`config.mk`:
```
export PLATFORM = sky130hd
export DESIGN_NAME = sr_trigger_gen
export DESIGN_NICKNAME = d
export VERILOG_FILES = /design/src/rtl/sr_trig_pkg.sv /design/src/rtl/sr_sync_edge.sv /design/src/rtl/sr_delay_line.sv /design/src/rtl/sr_prog_delay.sv /design/src/rtl/sr_pulse_timer.sv /design/src/rtl/sr_trigger_gen.sv
export SDC_FILE = /design/constraint.sdc
export NUM_CORES = 1
export LEC_CHECK = 0
export BUFFER_PORTS_ARGS = -buffer_cell sky130_fd_sc_hd__buf_2
export CAP_MARGIN = 0
export CORE_MARGIN = 5
export CORE_UTILIZATION = 53
export CTS_CLUSTER_SIZE = 28
export DETAILED_ROUTE_END_ITERATION = 6
export PLACE_DENSITY = 0.86
export SETUP_SLACK_MARGIN = 0.4
export SLEW_MARGIN = 20
export SYNTH_ARGS = -nofsm -noshare
export SYNTH_HDL_FRONTEND = slang
export SYNTH_HIERARCHICAL = 1
export SYNTH_SLANG_ARGS = --single-unit
```
`constraint.sdc`:
```
create_clock -name clk -period 1.8 [get_ports clk]
set_input_delay 0.09 -clock clk [delete_from_list [all_inputs] [get_ports clk]]
set_output_delay 0.09 -clock clk [all_outputs]
set_load 0.1 [all_outputs]
```
`src/rtl/sr_trig_pkg.sv`:
```
`timescale 1ns/1ps
package sr_trig_pkg;
  // nanoseconds to whole clock cycles, rounding up
  function automatic int unsigned ns_to_cyc(input int unsigned ns, input int unsigned clk_ps);
    return (ns * 1000 + clk_ps - 1) / clk_ps;
  endfunction
endpackage

```
`src/rtl/sr_sync_edge.sv`:
```
`timescale 1ns/1ps
module sr_sync_edge #(
  parameter int unsigned STAGES = 2
) (
  input  logic clk,
  input  logic rst_n,
  input  logic d_i,
  output logic lvl_o,
  output logic prev_o
);
  logic [STAGES-1:0] chain_q;
  logic              prev_q;

  always_ff @(posedge clk or negedge rst_n) begin
    if (!rst_n) begin
      chain_q <= '0;
      prev_q  <= 1'b0;
    end else begin
      chain_q <= {chain_q[STAGES-2:0], d_i};
      prev_q  <= chain_q[STAGES-1];
    end
  end

  assign lvl_o  = chain_q[STAGES-1];
  assign prev_o = prev_q;
endmodule

```
`src/rtl/sr_delay_line.sv`:
```
`timescale 1ns/1ps
module sr_delay_line #(
  parameter int unsigned DEPTH = 1
) (
  input  logic clk,
  input  logic rst_n,
  input  logic d_i,
  output logic q_o
);
  generate
    if (DEPTH == 0) begin : g_wire
      assign q_o = d_i;
    end else if (DEPTH == 1) begin : g_one
      logic sh_q;
      always_ff @(posedge clk or negedge rst_n) begin
        if (!rst_n) sh_q <= 1'b0;
        else        sh_q <= d_i;
      end
      assign q_o = sh_q;
    end else begin : g_many
      logic [DEPTH-1:0] sh_q;
      always_ff @(posedge clk or negedge rst_n) begin
        if (!rst_n) sh_q <= '0;
        else        sh_q <= {sh_q[DEPTH-2:0], d_i};
      end
      assign q_o = sh_q[DEPTH-1];
    end
  endgenerate
endmodule

```
`src/rtl/sr_prog_delay.sv`:
```
`timescale 1ns/1ps
module sr_prog_delay #(
  parameter int unsigned W = 8
) (
  input  logic         clk,
  input  logic         rst_n,
  input  logic         start_i,
  input  logic [W-1:0] dly_i,
  output logic         fire_o
);
  logic         busy_q;
  logic [W-1:0] cnt_q;

  assign fire_o = busy_q && (cnt_q == '0);

  always_ff @(posedge clk or negedge rst_n) begin
    if (!rst_n) begin
      busy_q <= 1'b0;
      cnt_q  <= '0;
    end else if (busy_q) begin
      if (cnt_q == '0) busy_q <= 1'b0;
      else             cnt_q  <= cnt_q - 1'b1;
    end else if (start_i) begin
      busy_q <= 1'b1;
      cnt_q  <= dly_i;
    end
  end

  // a start while counting leaves the countdown untouched
  p_busy_start_ignored_r8: assert property (@(posedge clk) disable iff (!rst_n)
    (busy_q && start_i && cnt_q != '0) |=> (busy_q && cnt_q == $past(cnt_q) - 1'b1));
endmodule

```
`src/rtl/sr_pulse_timer.sv`:
```
`timescale 1ns/1ps
module sr_pulse_timer #(
  parameter int unsigned WIDTH = 75
) (
  input  logic clk,
  input  logic rst_n,
  input  logic trig_i,
  output logic pulse_o
);
  localparam int unsigned CW = (WIDTH > 1) ? $clog2(WIDTH) : 1;
  localparam logic [CW-1:0] LOAD = CW'(WIDTH - 1);

  logic          act_q;
  logic [CW-1:0] cnt_q;

  always_ff @(posedge clk or negedge rst_n) begin
    if (!rst_n) begin
      act_q <= 1'b0;
      cnt_q <= '0;
    end else if (act_q) begin
      if (cnt_q == '0) act_q <= 1'b0;
      else             cnt_q <= cnt_q - 1'b1;
    end else if (trig_i) begin
      act_q <= 1'b1;
      cnt_q <= LOAD;
    end
  end

  assign pulse_o = act_q;

  // retrigger during an active pulse neither restarts nor extends it
  p_retrig_ignored_r8: assert property (@(posedge clk) disable iff (!rst_n)
    (act_q && trig_i && cnt_q != '0) |=> (act_q && cnt_q == $past(cnt_q) - 1'b1));
endmodule

```
`src/rtl/sr_trigger_gen.sv`:
```
`timescale 1ns/1ps
module sr_trigger_gen
  import sr_trig_pkg::*;
#(
  parameter int unsigned CLK_PERIOD_PS = 4000,
  parameter int unsigned OFF_WIDTH_NS  = 300,
  parameter int unsigned ON_WIDTH_NS   = 700,
  parameter int unsigned SYNC_STAGES   = 2,
  parameter int unsigned DRV_DELAY     = 8,
  parameter int unsigned OFF_PD        = 3,
  parameter int unsigned DET_PD        = 3,
  parameter int unsigned DLY_W         = 8
) (
  input  logic             clk,
  input  logic             rst_n,
  input  logic             pwm_in,
  input  logic             det_in,
  input  logic [DLY_W-1:0] dly_cfg,
  output logic             pwm_drv,
  output logic             sr_off_pulse,
  output logic             sr_on_pulse
);
  localparam int unsigned OFF_CYC = ns_to_cyc(OFF_WIDTH_NS, CLK_PERIOD_PS);
  localparam int unsigned ON_CYC  = ns_to_cyc(ON_WIDTH_NS, CLK_PERIOD_PS);

  // synchronised levels and detected events
  logic pwm_lvl, pwm_prev, det_lvl, det_prev;
  logic pwm_edge, det_fall;
  logic drv_q, drv_prev_q, drv_rise;
  logic off_evt, det_evt, drv_fire;
  logic det_req, det_fire, pend_q, on_trig;

  sr_sync_edge #(.STAGES(SYNC_STAGES)) u_pwm_sync (
    .clk(clk), .rst_n(rst_n), .d_i(pwm_in), .lvl_o(pwm_lvl), .prev_o(pwm_prev));
  sr_sync_edge #(.STAGES(SYNC_STAGES)) u_det_sync (
    .clk(clk), .rst_n(rst_n), .d_i(det_in), .lvl_o(det_lvl), .prev_o(det_prev));

  assign pwm_edge = pwm_lvl ^ pwm_prev;
  assign det_fall = det_prev & ~det_lvl;

  // delayed switch drive
  sr_delay_line #(.DEPTH(DRV_DELAY)) u_drv_line (
    .clk(clk), .rst_n(rst_n), .d_i(pwm_lvl), .q_o(drv_q));
  assign pwm_drv = drv_q;

  always_ff @(posedge clk or negedge rst_n) begin
    if (!rst_n) drv_prev_q <= 1'b0;
    else        drv_prev_q <= drv_q;
  end
  assign drv_rise = drv_q & ~drv_prev_q;

  // short fixed propagation delays
  sr_delay_line #(.DEPTH(OFF_PD)) u_off_line (
    .clk(clk), .rst_n(rst_n), .d_i(pwm_edge), .q_o(off_evt));
  sr_delay_line #(.DEPTH(DET_PD)) u_det_line (
    .clk(clk), .rst_n(rst_n), .d_i(det_fall), .q_o(det_evt));

  // programmable delay from drive rising edge
  sr_prog_delay #(.W(DLY_W)) u_prog (
    .clk(clk), .rst_n(rst_n), .start_i(drv_rise), .dly_i(dly_cfg), .fire_o(drv_fire));

  // detect arbiter: hold while turn-off pulse is high
  assign det_req  = det_evt | pend_q;
  assign det_fire = det_req & ~sr_off_pulse;

  always_ff @(posedge clk or negedge rst_n) begin
    if (!rst_n) pend_q <= 1'b0;
    else        pend_q <= det_req & sr_off_pulse;
  end

  assign on_trig = drv_fire | det_fire;

  sr_pulse_timer #(.WIDTH(OFF_CYC)) u_off_timer (
    .clk(clk), .rst_n(rst_n), .trig_i(off_evt), .pulse_o(sr_off_pulse));
  sr_pulse_timer #(.WIDTH(ON_CYC)) u_on_timer (
    .clk(clk), .rst_n(rst_n), .trig_i(on_trig), .pulse_o(sr_on_pulse));

  // a turn-off pulse only starts from a delayed PWM edge event
  p_off_cause_r2: assert property (@(posedge clk) disable iff (!rst_n)
    $rose(sr_off_pulse) |-> $past(off_evt));

  // a held detect trigger is released as soon as the off pulse is gone
  p_held_release_r6: assert property (@(posedge clk) disable iff (!rst_n)
    (pend_q && !sr_off_pulse && !sr_on_pulse) |=> sr_on_pulse);

  // a detect event during the off pulse is held, not dropped
  p_det_held_r6: assert property (@(posedge clk) disable iff (!rst_n)
    (det_evt && sr_off_pulse) |=> pend_q);

  // outputs quiet while reset is applied
  always @(posedge clk) begin
    if (!rst_n) begin
      p_reset_quiet_r10: assert (!sr_off_pulse && !sr_on_pulse && !pwm_drv && !pend_q);
    end
  end
endmodule

```
==> flow_summary.ini <==
[pwr]
power.total_mw = 4.78
comb_power_share = 0.472
switching_share = 0.391
powerDensity_nw_per_um2 = 1640
p_int_mw = 2.91
peakVddDrop_mv = 0.796
leakage_nw = 1.24
power_frac_seq = 0.369
p_sw_mw = 1.87
pwr-share-clk = 0.160

[worst_setup_path]
startpoint_type = register
crit_fanout = 6
crit_required_ns = 1.99
cp.arrival_ns = 1.93
path_class = register to register
cp-end-kind = register

[global_route]
grt_max_degree = 21
globalRouteTotalUtil = 0.217
antenna_found_initial = 0
grt_pass1_wl_mm = 8.78
grt_pass1_vias = 1871
grt_overflow = 0

[logic_synthesis]
postSynth.asyncResetShare = 1.00
synth_flop_cell = dfrtp_1
synth.ff_latch_count = 48
synth-edff-count = 0
ys_top_cells_by_area = dfrtp_1 (57%), ha_1 (2.9%), nor2b_1 (2.9%)
synthCells = 186
netlist_area_um2 = 2120
syn-num-nets = 203
synth.largest_area_cell = dfrtp_1
syn_avg_cell_area_um2 = 11.4
synthDistinctLibCells = 51
ys_warn_count = 6
ys_seq_area_frac = 0.566
yosysTopAreaCellShare = 0.566

[placement]
io_buffer_count = 14
place_area_um2 = 2390
gp_congestion = 0.860
hpwl_mm = 2.91

[clocking]
clock_sinks = 48
clkSlewWorstSetupHoldPaths_ns = 0.08
cts_tree = built
numCtsBuffers = 5
cts_max_level = 2
cts.path.max_buffers = 2
root_buffer = clkbuf_8
clk_latency_ns = 0.30

[sta]
layout_min_cycle_time_ns = 1.74
drv_slew = 0
tightest_slew_ns = 0.506
grt_setup_unrepaired = true
hold_viol_final = 0
setup_viol = 0
tns_ns = 0
fin_skew_ns = 0.00778
slew_headroom = 0.660
fin_crit_sh = 0.968
max_freq_mhz = 574

[layout]
multi_input_area_um2 = 1100
utilization = 0.740
antenna_cells = 0
final_area_um2 = 2920
area_growth_syn_to_layout_pct = 37.6
drive_above_1_share = 0.448
seq_area_um2 = 1210
nFillCells = 244
nets = 257

[floorplan]
initial_utilization = 0.538
io_pins = 15
die_x_um = 73.3
die_area_um2 = 5370
rows = 23
core_area_um2 = 3940
die_y_um = 73.3

[drt]
dr.pass1.iters = 4
wl_per_cell_um = 19.0
ant_nets = 0
viasPerCell = 6.10
routed_wirelength_mm = 5.53
drt_iter0_markers = 193
route.detailed.drc = 0
vias = 1774

[run_status]
status = completed

[flow_run]
cap_violations = 0

[worst_hold_path]
hp-class = input port to register
## final timing paths
path                                                          start                                   to  slack, ns  cells after the start
worst max-delay path                    u_prog/cnt_q[4]$_DFFE_PN0P_          u_prog/cnt_q[2]$_DFFE_PN0P_       0.06                      6
worst min-delay path                                     dly_cfg[2]          u_prog/cnt_q[2]$_DFFE_PN0P_       0.05                      2
worst max register to register          u_prog/cnt_q[4]$_DFFE_PN0P_          u_prog/cnt_q[2]$_DFFE_PN0P_       0.06                      6
worst min register to register  u_drv_line/g_many.sh_q[3]$_DFF_PN0_  u_drv_line/g_many.sh_q[4]$_DFF_PN0_       0.35                      0
max in group asynchronous                                     rst_n  u_drv_line/g_many.sh_q[7]$_DFF_PN0_       0.98                      3
min in group asynchronous                                     rst_n      u_on_timer/cnt_q[1]$_DFFE_PN0P_       0.22                      2
## critical path, cell delays in order, from the launching register on
cell,delay [ns]
dfrtp_1,0.40
or3_4,0.43
nor4_4,0.19
buf_4,0.18
buf_6,0.13
nor3_2,0.04
a221o_1,0.26
## layout make-up
type                       count  area share
sequential                    48       0.414
inverter                       9      0.0116
multi-input combinational    124       0.378
clock buffer                   6      0.0249
clock inverter                 2      0.0120
timing repair buffer          52       0.138
tap                           50      0.0214
## power by group through the flow
stage	clock [mW]	sequential, mW	combinational (mW)
after floorplan	0	1.80	0.983
after global placement	0	1.68	1.52
after detailed placement	0	1.71	1.58
after CTS	0.775	1.72	1.90
after global routing	0.831	1.80	2.44
final	0.763	1.76	2.26
## sequential cells by signal, summed over array words and instances, names as in the netlist, 2 cells and up
register,cells
u_off_line/g_many.sh_q,3
u_off_timer/cnt_q,7
u_prog/cnt_q,8
u_pwm_sync/chain_q,2
u_det_line/g_many.sh_q,3
u_det_sync/chain_q,2
u_drv_line/g_many.sh_q,8
u_on_timer/cnt_q,8
## kinds of logic (layout without fill, tap and decap cells)
kind of cell | Yosys count | count (layout) | share of synthesized area
AND/OR/NAND/NOR | 62 | 62 | 0.178
AO/OA/AOI/OAI | 48 | 48 | 0.159
flip-flops | 48 | 48 | 0.566
buffers and inverters | 14 | 69 | 0.0254
multiplexers | 6 | 6 | 0.0295
adder cells (fa/ha/maj) | 5 | 5 | 0.0295
XOR/XNOR | 3 | 3 | 0.0124
## through the flow
stage               hold WS (ns)  worst slack (ns)  cells
floorplan                 -0.206          -0.00939    186
global placement          0.0177             0.103    260
detailed placement        0.0209            0.0358    260
CTS                       0.0242             0.102    280
global route              0.0416          -0.00160    291
finish                    0.0451            0.0574    291
## synthesized netlist by cell type (2+ instances only)
cell / instances
a31oi_1: 4
o21ai_1: 3
or4_1: 4
a211oi_1: 7
a21oi_1: 9
and2b_1: 2
dfrtp_1: 48
o21bai_1: 2
inv_1: 8
clkbuf_1: 3
a211o_1: 2
xor2_1: 2
nor4_1: 3
nand2_1: 10
o21ai_0: 3
nor2b_1: 10
nand3b_1: 2
nor2_1: 13
nor3b_1: 3
nor3_1: 6
ha_1: 5
mux2i_1: 4
o211ai_1: 4
o31ai_1: 2
## timing repair
item	CTS	global route
pin swaps	13	15
hold buffers	3	0
endpoints found under the setup margin	24	27
gates resized for setup	30	25
hold endpoints to repair	17	0
setup buffers	9	11
## placed cells by master, fill, tap and decap left out, types with 2 or more instances in the layout
cell type	Yosys	final
dfrtp_1	48	44
buf_4	0	25
buf_2	0	13
nor2_1	13	11
buf_6	0	10
nor2b_1	10	7
inv_2	1	7
nand2_1	10	7
clkbuf_8	0	5
a21oi_1	9	5
nor3_1	6	5
a21oi_2	0	4
o21ai_1	3	4
mux2i_1	4	4
ha_4	0	4
o211ai_1	4	4
a211oi_1	7	4
nor2b_4	0	3
dlygate4sd3_1	0	3
dfrtp_2	0	3
a211oi_2	0	3
nor2_2	1	2
xor2_1	2	2
a31oi_2	0	2
a211o_1	2	2
inv_1	8	2
nor4_2	0	2
nand2_2	0	2
o31ai_1	2	2
a31oi_1	4	2
o21bai_1	2	2
nor3b_1	3	2
or4_4	0	2
or4_1	4	2
nand3b_1	2	2
nor4_4	1	2
and2b_1	2	2
## metal layers
| layer | global-route usage | wire length [um] | vias up |
|---|---|---|---|
| met3 | 0.0492 | 223 | 27 |
| met5 | 0 | 0 | - |
| met4 | 0.137 | 304 | 0 |
| li1 | - | - | 789 |
| met1 | 0.259 | 2190 | 898 |
| met2 | 0.353 | 2810 | 60 |
No activity file was read; power rests on OpenSTA's default activity.
